$ cat src/rtl/sbuf_pkg.sv
package sbuf_pkg;
  localparam logic [1:0] OP_LOAD   = 2'd0;
  localparam logic [1:0] OP_STORE  = 2'd1;
  localparam logic [1:0] OP_FENCE  = 2'd2;

  typedef enum logic [1:0] {
    FK_ALL    = 2'd0,
    FK_LOADS  = 2'd1,
    FK_STORES = 2'd2
  } fence_kind_e;
endpackage

$ cat src/rtl/sbuf_fifo.sv
module sbuf_fifo #(
  parameter int DEPTH = 4,
  parameter int AW    = 8,
  parameter int DW    = 32
) (
  input  logic          clk,
  input  logic          rst_n,
  input  logic          push,
  input  logic [AW-1:0] push_addr,
  input  logic [DW-1:0] push_data,
  input  logic          pop,
  input  logic [AW-1:0] probe_addr,
  output logic [AW-1:0] head_addr,
  output logic [DW-1:0] head_data,
  output logic          head_vld,
  output logic          full,
  output logic          empty,
  output logic          hit
);
  localparam int PW = (DEPTH > 1) ? $clog2(DEPTH) : 1;
  localparam logic [PW-1:0] LAST = PW'(DEPTH - 1);

  logic [AW-1:0]    addr_q [DEPTH];
  logic [DW-1:0]    data_q [DEPTH];
  logic [DEPTH-1:0] vld_q, vld_d;
  logic [PW-1:0]    wr_ptr_q, wr_ptr_d, rd_ptr_q, rd_ptr_d;
  logic [DEPTH-1:0] hit_vec;

  // address compare against every live entry, in-flight head included
  for (genvar i = 0; i < DEPTH; i++) begin : g_cmp
    assign hit_vec[i] = vld_q[i] && (addr_q[i] == probe_addr);
  end

  always_comb begin
    vld_d    = vld_q;
    wr_ptr_d = wr_ptr_q;
    rd_ptr_d = rd_ptr_q;
    if (pop) begin
      vld_d[rd_ptr_q] = 1'b0;
      rd_ptr_d        = (rd_ptr_q == LAST) ? '0 : rd_ptr_q + 1'b1;
    end
    if (push) begin
      vld_d[wr_ptr_q] = 1'b1;
      wr_ptr_d        = (wr_ptr_q == LAST) ? '0 : wr_ptr_q + 1'b1;
    end
  end

  always_ff @(posedge clk or negedge rst_n) begin
    if (!rst_n) begin
      vld_q    <= '0;
      wr_ptr_q <= '0;
      rd_ptr_q <= '0;
    end else begin
      vld_q    <= vld_d;
      wr_ptr_q <= wr_ptr_d;
      rd_ptr_q <= rd_ptr_d;
    end
  end

  always_ff @(posedge clk) begin
    if (push) begin
      addr_q[wr_ptr_q] <= push_addr;
      data_q[wr_ptr_q] <= push_data;
    end
  end

  assign head_addr = addr_q[rd_ptr_q];
  assign head_data = data_q[rd_ptr_q];
  assign head_vld  = vld_q[rd_ptr_q];
  assign full      = &vld_q;
  assign empty     = ~|vld_q;
  assign hit       = |hit_vec;
endmodule

$ cat src/rtl/sbuf_track.sv
module sbuf_track (
  input  logic clk,
  input  logic rst_n,
  input  logic ld_go,
  input  logic dr_go,
  input  logic mem_rsp_valid,
  output logic wr_busy,
  output logic ld_pend,
  output logic wr_done,
  output logic rd_done
);
  logic wr_busy_d, ld_pend_d;

  assign wr_done = mem_rsp_valid && wr_busy;
  assign rd_done = mem_rsp_valid && ld_pend;

  always_comb begin
    wr_busy_d = wr_busy;
    ld_pend_d = ld_pend;
    if (wr_done) wr_busy_d = 1'b0;
    if (rd_done) ld_pend_d = 1'b0;
    if (dr_go)   wr_busy_d = 1'b1;
    if (ld_go)   ld_pend_d = 1'b1;
  end

  always_ff @(posedge clk or negedge rst_n) begin
    if (!rst_n) begin
      wr_busy <= 1'b0;
      ld_pend <= 1'b0;
    end else begin
      wr_busy <= wr_busy_d;
      ld_pend <= ld_pend_d;
    end
  end
endmodule

$ cat src/rtl/sbuf_memarb.sv
module sbuf_memarb #(
  parameter int AW = 8,
  parameter int DW = 32
) (
  input  logic          ld_want,
  input  logic [AW-1:0] ld_addr,
  input  logic          dr_want,
  input  logic [AW-1:0] dr_addr,
  input  logic [DW-1:0] dr_data,
  input  logic          mem_ready,
  output logic          mem_valid,
  output logic          mem_we,
  output logic [AW-1:0] mem_addr,
  output logic [DW-1:0] mem_wdata,
  output logic          ld_go,
  output logic          dr_go
);
  // a waiting load takes the port before the queue head
  assign mem_valid = ld_want || dr_want;
  assign mem_we    = !ld_want && dr_want;
  assign mem_addr  = ld_want ? ld_addr : dr_addr;
  assign mem_wdata = dr_data;
  assign ld_go     = ld_want && mem_ready;
  assign dr_go     = !ld_want && dr_want && mem_ready;
endmodule

$ cat src/rtl/sbuf_fence_top.sv
module sbuf_fence_top
  import sbuf_pkg::*;
#(
  parameter int AW    = 8,
  parameter int DW    = 32,
  parameter int DEPTH = 4
) (
  input  logic          clk,
  input  logic          rst_n,
  input  logic          req_valid,
  output logic          req_ready,
  input  logic [1:0]    req_op,
  input  logic [1:0]    req_fkind,
  input  logic [AW-1:0] req_addr,
  input  logic [DW-1:0] req_wdata,
  output logic          rsp_valid,
  output logic [DW-1:0] rsp_rdata,
  output logic          fence_done,
  output logic          mem_req_valid,
  input  logic          mem_req_ready,
  output logic          mem_req_we,
  output logic [AW-1:0] mem_req_addr,
  output logic [DW-1:0] mem_req_wdata,
  input  logic          mem_rsp_valid,
  input  logic [DW-1:0] mem_rsp_rdata
);
  logic rs_meta, rs_n;
  logic is_ld, is_st, is_fc, fc_ok;
  logic buf_full, buf_empty, ld_hit, head_vld;
  logic [AW-1:0] head_addr;
  logic [DW-1:0] head_data;
  logic wr_busy, ld_pend, wr_done, rd_done;
  logic ld_want, dr_want, ld_go, dr_go, push;

  // reset asserts at once, leaves on a clock edge
  always_ff @(posedge clk or negedge rst_n) begin
    if (!rst_n) {rs_n, rs_meta} <= 2'b00;
    else        {rs_n, rs_meta} <= {rs_meta, 1'b1};
  end

  assign is_ld = req_valid && (req_op == OP_LOAD);
  assign is_st = req_valid && (req_op == OP_STORE);
  assign is_fc = req_valid && (req_op == OP_FENCE);

  always_comb begin
    case (fence_kind_e'(req_fkind))
      FK_LOADS:  fc_ok = !ld_pend;
      FK_STORES: fc_ok = buf_empty;
      default:   fc_ok = buf_empty && !ld_pend;
    endcase
  end

  assign ld_want = is_ld && !ld_hit && !ld_pend;
  assign dr_want = head_vld && !wr_busy;
  assign push    = is_st && !buf_full;

  sbuf_fifo #(.DEPTH(DEPTH), .AW(AW), .DW(DW)) fifo_i (
    .clk(clk), .rst_n(rs_n), .push(push), .push_addr(req_addr),
    .push_data(req_wdata), .pop(wr_done), .probe_addr(req_addr),
    .head_addr(head_addr), .head_data(head_data), .head_vld(head_vld),
    .full(buf_full), .empty(buf_empty), .hit(ld_hit)
  );

  sbuf_track track_i (
    .clk(clk), .rst_n(rs_n), .ld_go(ld_go), .dr_go(dr_go),
    .mem_rsp_valid(mem_rsp_valid), .wr_busy(wr_busy), .ld_pend(ld_pend),
    .wr_done(wr_done), .rd_done(rd_done)
  );

  sbuf_memarb #(.AW(AW), .DW(DW)) arb_i (
    .ld_want(ld_want), .ld_addr(req_addr), .dr_want(dr_want),
    .dr_addr(head_addr), .dr_data(head_data), .mem_ready(mem_req_ready),
    .mem_valid(mem_req_valid), .mem_we(mem_req_we), .mem_addr(mem_req_addr),
    .mem_wdata(mem_req_wdata), .ld_go(ld_go), .dr_go(dr_go)
  );

  assign req_ready  = ld_go || push || (is_fc && fc_ok);
  assign fence_done = is_fc && fc_ok;
  assign rsp_valid  = rd_done;
  assign rsp_rdata  = mem_rsp_rdata;
endmodule

$ cat config.mk
export PLATFORM = sky130hd
export DESIGN_NAME = sbuf_fence_top
export DESIGN_NICKNAME = d
export VERILOG_FILES = /design/src/rtl/sbuf_pkg.sv /design/src/rtl/sbuf_fifo.sv /design/src/rtl/sbuf_track.sv /design/src/rtl/sbuf_memarb.sv /design/src/rtl/sbuf_fence_top.sv
export SDC_FILE = /design/constraint.sdc
export NUM_CORES = 1
export LEC_CHECK = 0
export BUFFER_PORTS_ARGS = -buffer_cell sky130_fd_sc_hd__buf_2
export CAP_MARGIN = 20
export CORE_MARGIN = 5
export CORE_UTILIZATION = 54
export DETAILED_ROUTE_END_ITERATION = 16
export GPL_TIMING_DRIVEN = 0
export PLACE_DENSITY = 0.79
export SLEW_MARGIN = 20
export SYNTH_ARGS = -nofsm -noshare
export SYNTH_HDL_FRONTEND = slang
export SYNTH_SLANG_ARGS = --single-unit
$ cat constraint.sdc
create_clock -name clk -period 2.6 [get_ports clk]
set_clock_uncertainty 0.15 [all_clocks]
set_input_delay 0.26 -clock clk [delete_from_list [all_inputs] [get_ports clk]]
set_output_delay 0.26 -clock clk [all_outputs]
set_load 0.005 [all_outputs]
==> reports/qor.yml <==
hp-class: "register to asynchronous set/reset pin"
cp-end-kind: "primary output"
clk_pin_slew_ps: 60
final_antenna_net_count: 0
fin_setup_tns_ps: -58.73
muxShareOfSynthArea_pct: 14.60
h-tree-depth: 4
final_area_um2: 9331
synth_edf_count: 160
gp_congestion: 0.7538
clockBufferDepth: 2
synth_common_cells: "edfxtp_1, buf_4, mux4_2"
rsz0062_at_grt: "true"
drive_above_1_share_pct: 46.55
synthMostInstantiatedCell: "edfxtp_1"
synth_fp_nets: 467
grtUsageTotal_pct: 18.63
antenna_found_initial: 0
drt_pass1_iterations: 4
std_cell_rows: 42
yosys_warnings: 0
drc: 0
required_ps: 2190
hpwl_um: 8796
final_nets: 658
grt_pass1_vias: 4357
worst_pin_slew_ps: 667.4
cp_max_fo: 6
cts_tree: "yes"
via_count: 3978
criticalPathCategory: "register to primary output"
powerDensity_nw_per_um2: 873.5
synthTopCellsByArea: "edfxtp_1, mux4_2, dfrtp_1"
syn-instance-count: 376
synth-compound-area-share_pct: 1.129
cts-root-buf: "clkbuf_16"
syn_area_per_cell_um2: 19.46
final_cells: 756
drt_wl_total_um: 14340
fin_hold_ws_ps: 13.42
synth_cell_types: 37
drt-initial-drc-count: 234
status: "complete, but fails checks"
gr-usage-met3_pct: 6.894
synth_seq_cells: 172
clock-sinks: 172
numPortBuffers: 125
synthArstFlopShare_pct: 6.977
setup_viol: 4
synth_top_area_cell: "edfxtp_1"
ir_drop_mv: 0.6075
period_minus_slack_ps: 2620
synth_top_family_by_area: "multiplexers"
ys_seq_area_share_pct: 69.77
num_antenna_cells: 0
cts_buffers: 17
relSlewSlack_pct: 55.51
ios: 158
maxCapViolations: 0
area_delta_synth_final_pct: 27.53
violations: "negative setup slack"
grt_max_degree: 42
startpoint_type: "register"
synthAdderAreaFrac_pct: 1.710
die_area_um2: 15980
placed_area_um2: 8173
place_inst: 677
yosys.area_share.simple_pct: 3.027
routedWlPerCell_um: 18.96
timing.final.crit_share_pct: 100.8
initial_core_util_pct: 55.25
die_h_um: 126.4
synth_area_um2: 7317
slew_viol_final: 0
p_leak_nw: 3.541
synth_xor_area_share_pct: 3.830
setup_slack_ps: -20.23
fmax_ghz: 0.3816
grt_pass1_wl_um: 22750
ys.flop_type: "edfxtp_1"
clock_latency_ps: 410
grt_use_met2_pct: 32.60
via_per_inst: 5.262
busiest_layer: "met2"
gr-total-overflow: 0
use_met1_pct: 21.23
final_util_pct: 70.46
coreArea_um2: 13240
synth_top_area_share_pct: 65.66
die_w_um: 126.4
hold_viol: 0
arrival_ps: 2210
## report_power, final
group	total [mW]	leakage, nW	internal (mW)	switching, mW
registers	3.37	1.59	3.24	0.127
logic	2.34	1.67	1.34	1.01
clock network	2.44	0.282	1.36	1.08
total	8.15	3.54	5.93	2.22
## cell usage in the layout, fill, tap and decap left out, types with 2 or more instances in the layout
| master | netlist | routed |
|---|---|---|
| clkinvlp_4 | 0 | 2 |
| nor3_1 | 4 | 4 |
| mux4_1 | 2 | 2 |
| edfxtp_1 | 160 | 160 |
| xnor2_1 | 15 | 14 |
| nor4_1 | 4 | 2 |
| nor2_1 | 2 | 2 |
| mux2_4 | 5 | 8 |
| clkbuf_2 | 0 | 3 |
| dlygate4sd3_1 | 0 | 43 |
| mux4_2 | 36 | 36 |
| nor4_2 | 0 | 2 |
| dfrtp_1 | 12 | 12 |
| buf_4 | 39 | 42 |
| and2_4 | 0 | 4 |
| buf_6 | 4 | 14 |
| a21o_1 | 5 | 5 |
| o21ai_0 | 4 | 3 |
| inv_8 | 0 | 5 |
| mux4_4 | 3 | 3 |
| ha_1 | 10 | 10 |
| clkbuf_16 | 0 | 17 |
| clkinv_2 | 0 | 2 |
| inv_6 | 0 | 4 |
| nand3_1 | 5 | 5 |
| nand4_1 | 5 | 5 |
| nand2_1 | 5 | 5 |
| and4b_1 | 2 | 2 |
| xor2_1 | 17 | 17 |
| buf_2 | 3 | 117 |
| inv_1 | 9 | 9 |
## worst paths after layout
kind	endpoint	slack (ps)	depth (start not counted)	start
worst max-delay path	mem_req_addr[2]	-20	8	fifo_i.addr_q[3][0]$_DFFE_PP_
worst min-delay path	track_i.ld_pend$_DFFE_PN0P_	10	0	rs_n$_DFF_PN0_
min in group clk	fifo_i.vld_q[0]$_DFF_PN0_	60	3	mem_rsp_valid
worst max register to register	fifo_i.data_q[0][8]$_DFFE_PP_	350	4	fifo_i.vld_q[2]$_DFF_PN0_
worst min register to register	track_i.ld_pend$_DFFE_PN0P_	10	0	rs_n$_DFF_PN0_
max in group asynchronous	rs_meta$_DFF_PN0_	1640	3	rst_n
## timing repair
item / 4_1_cts / 5_1_grt
setup endpoints to repair: 37 / 19
pin swaps: 1 / 0
hold endpoints to repair: 164 / 0
gates resized for setup: 14 / 11
hold buffers: 43 / 0
setup buffers: 4 / 0
## metrics by stage
stage	worst slack, ps	power (mW)
after floorplan	145.9	4.805
after global placement	-782.2	5.524
final	-20.23	8.151
after CTS	-50.92	8.167
after detailed placement	90.55	5.567
after global routing	-187.1	8.566
## worst max-delay path: stages (launching register included)
cell and delay [ps]:
edfxtp_1 430, xnor2_2 170, nand4_1 140, nor4_2 180, a31oi_1 140, nand4_2 140, buf_6 160, mux2_4 320
buf_6 120
## state kept, by name (all words and copies together), names as in the netlist
name,flops
fifo_i.data_q,128
fifo_i.wr_ptr_q,2
rs_meta,1
rs_n,1
track_i.wr_busy,1
track_i.ld_pend,1
fifo_i.rd_ptr_q,2
fifo_i.addr_q,32
fifo_i.vld_q,4
## routing by layer
layer / share of wire, % / up-vias
li1: - / 1826
met1: 37 / 1972
met2: 52 / 161
met3: 8.7 / 19
met4: 1.7 / 0
met5: 0 / -
## area by class of cell
type	count	area, µm²
Multi-Input combinational cell	143	1833
Clock buffer	17	425.4
Fill cell	852	3911
Timing Repair Buffer	172	1152
Buffer	52	411.6
Inverter	9	33.78
Tap cell	176	220.2
Clock inverter	15	150.1
Sequential cell	172	5105
## logic make-up after synthesis
group | after synthesis
buffers and inverters | 61
adder cells (fa/ha/maj) | 10
AND/OR/NAND/NOR | 37
other | 1
flip-flops | 172
XOR/XNOR | 32
multiplexers | 51
AO/OA/AOI/OAI | 12
Power figures use the tool's default switching activity.
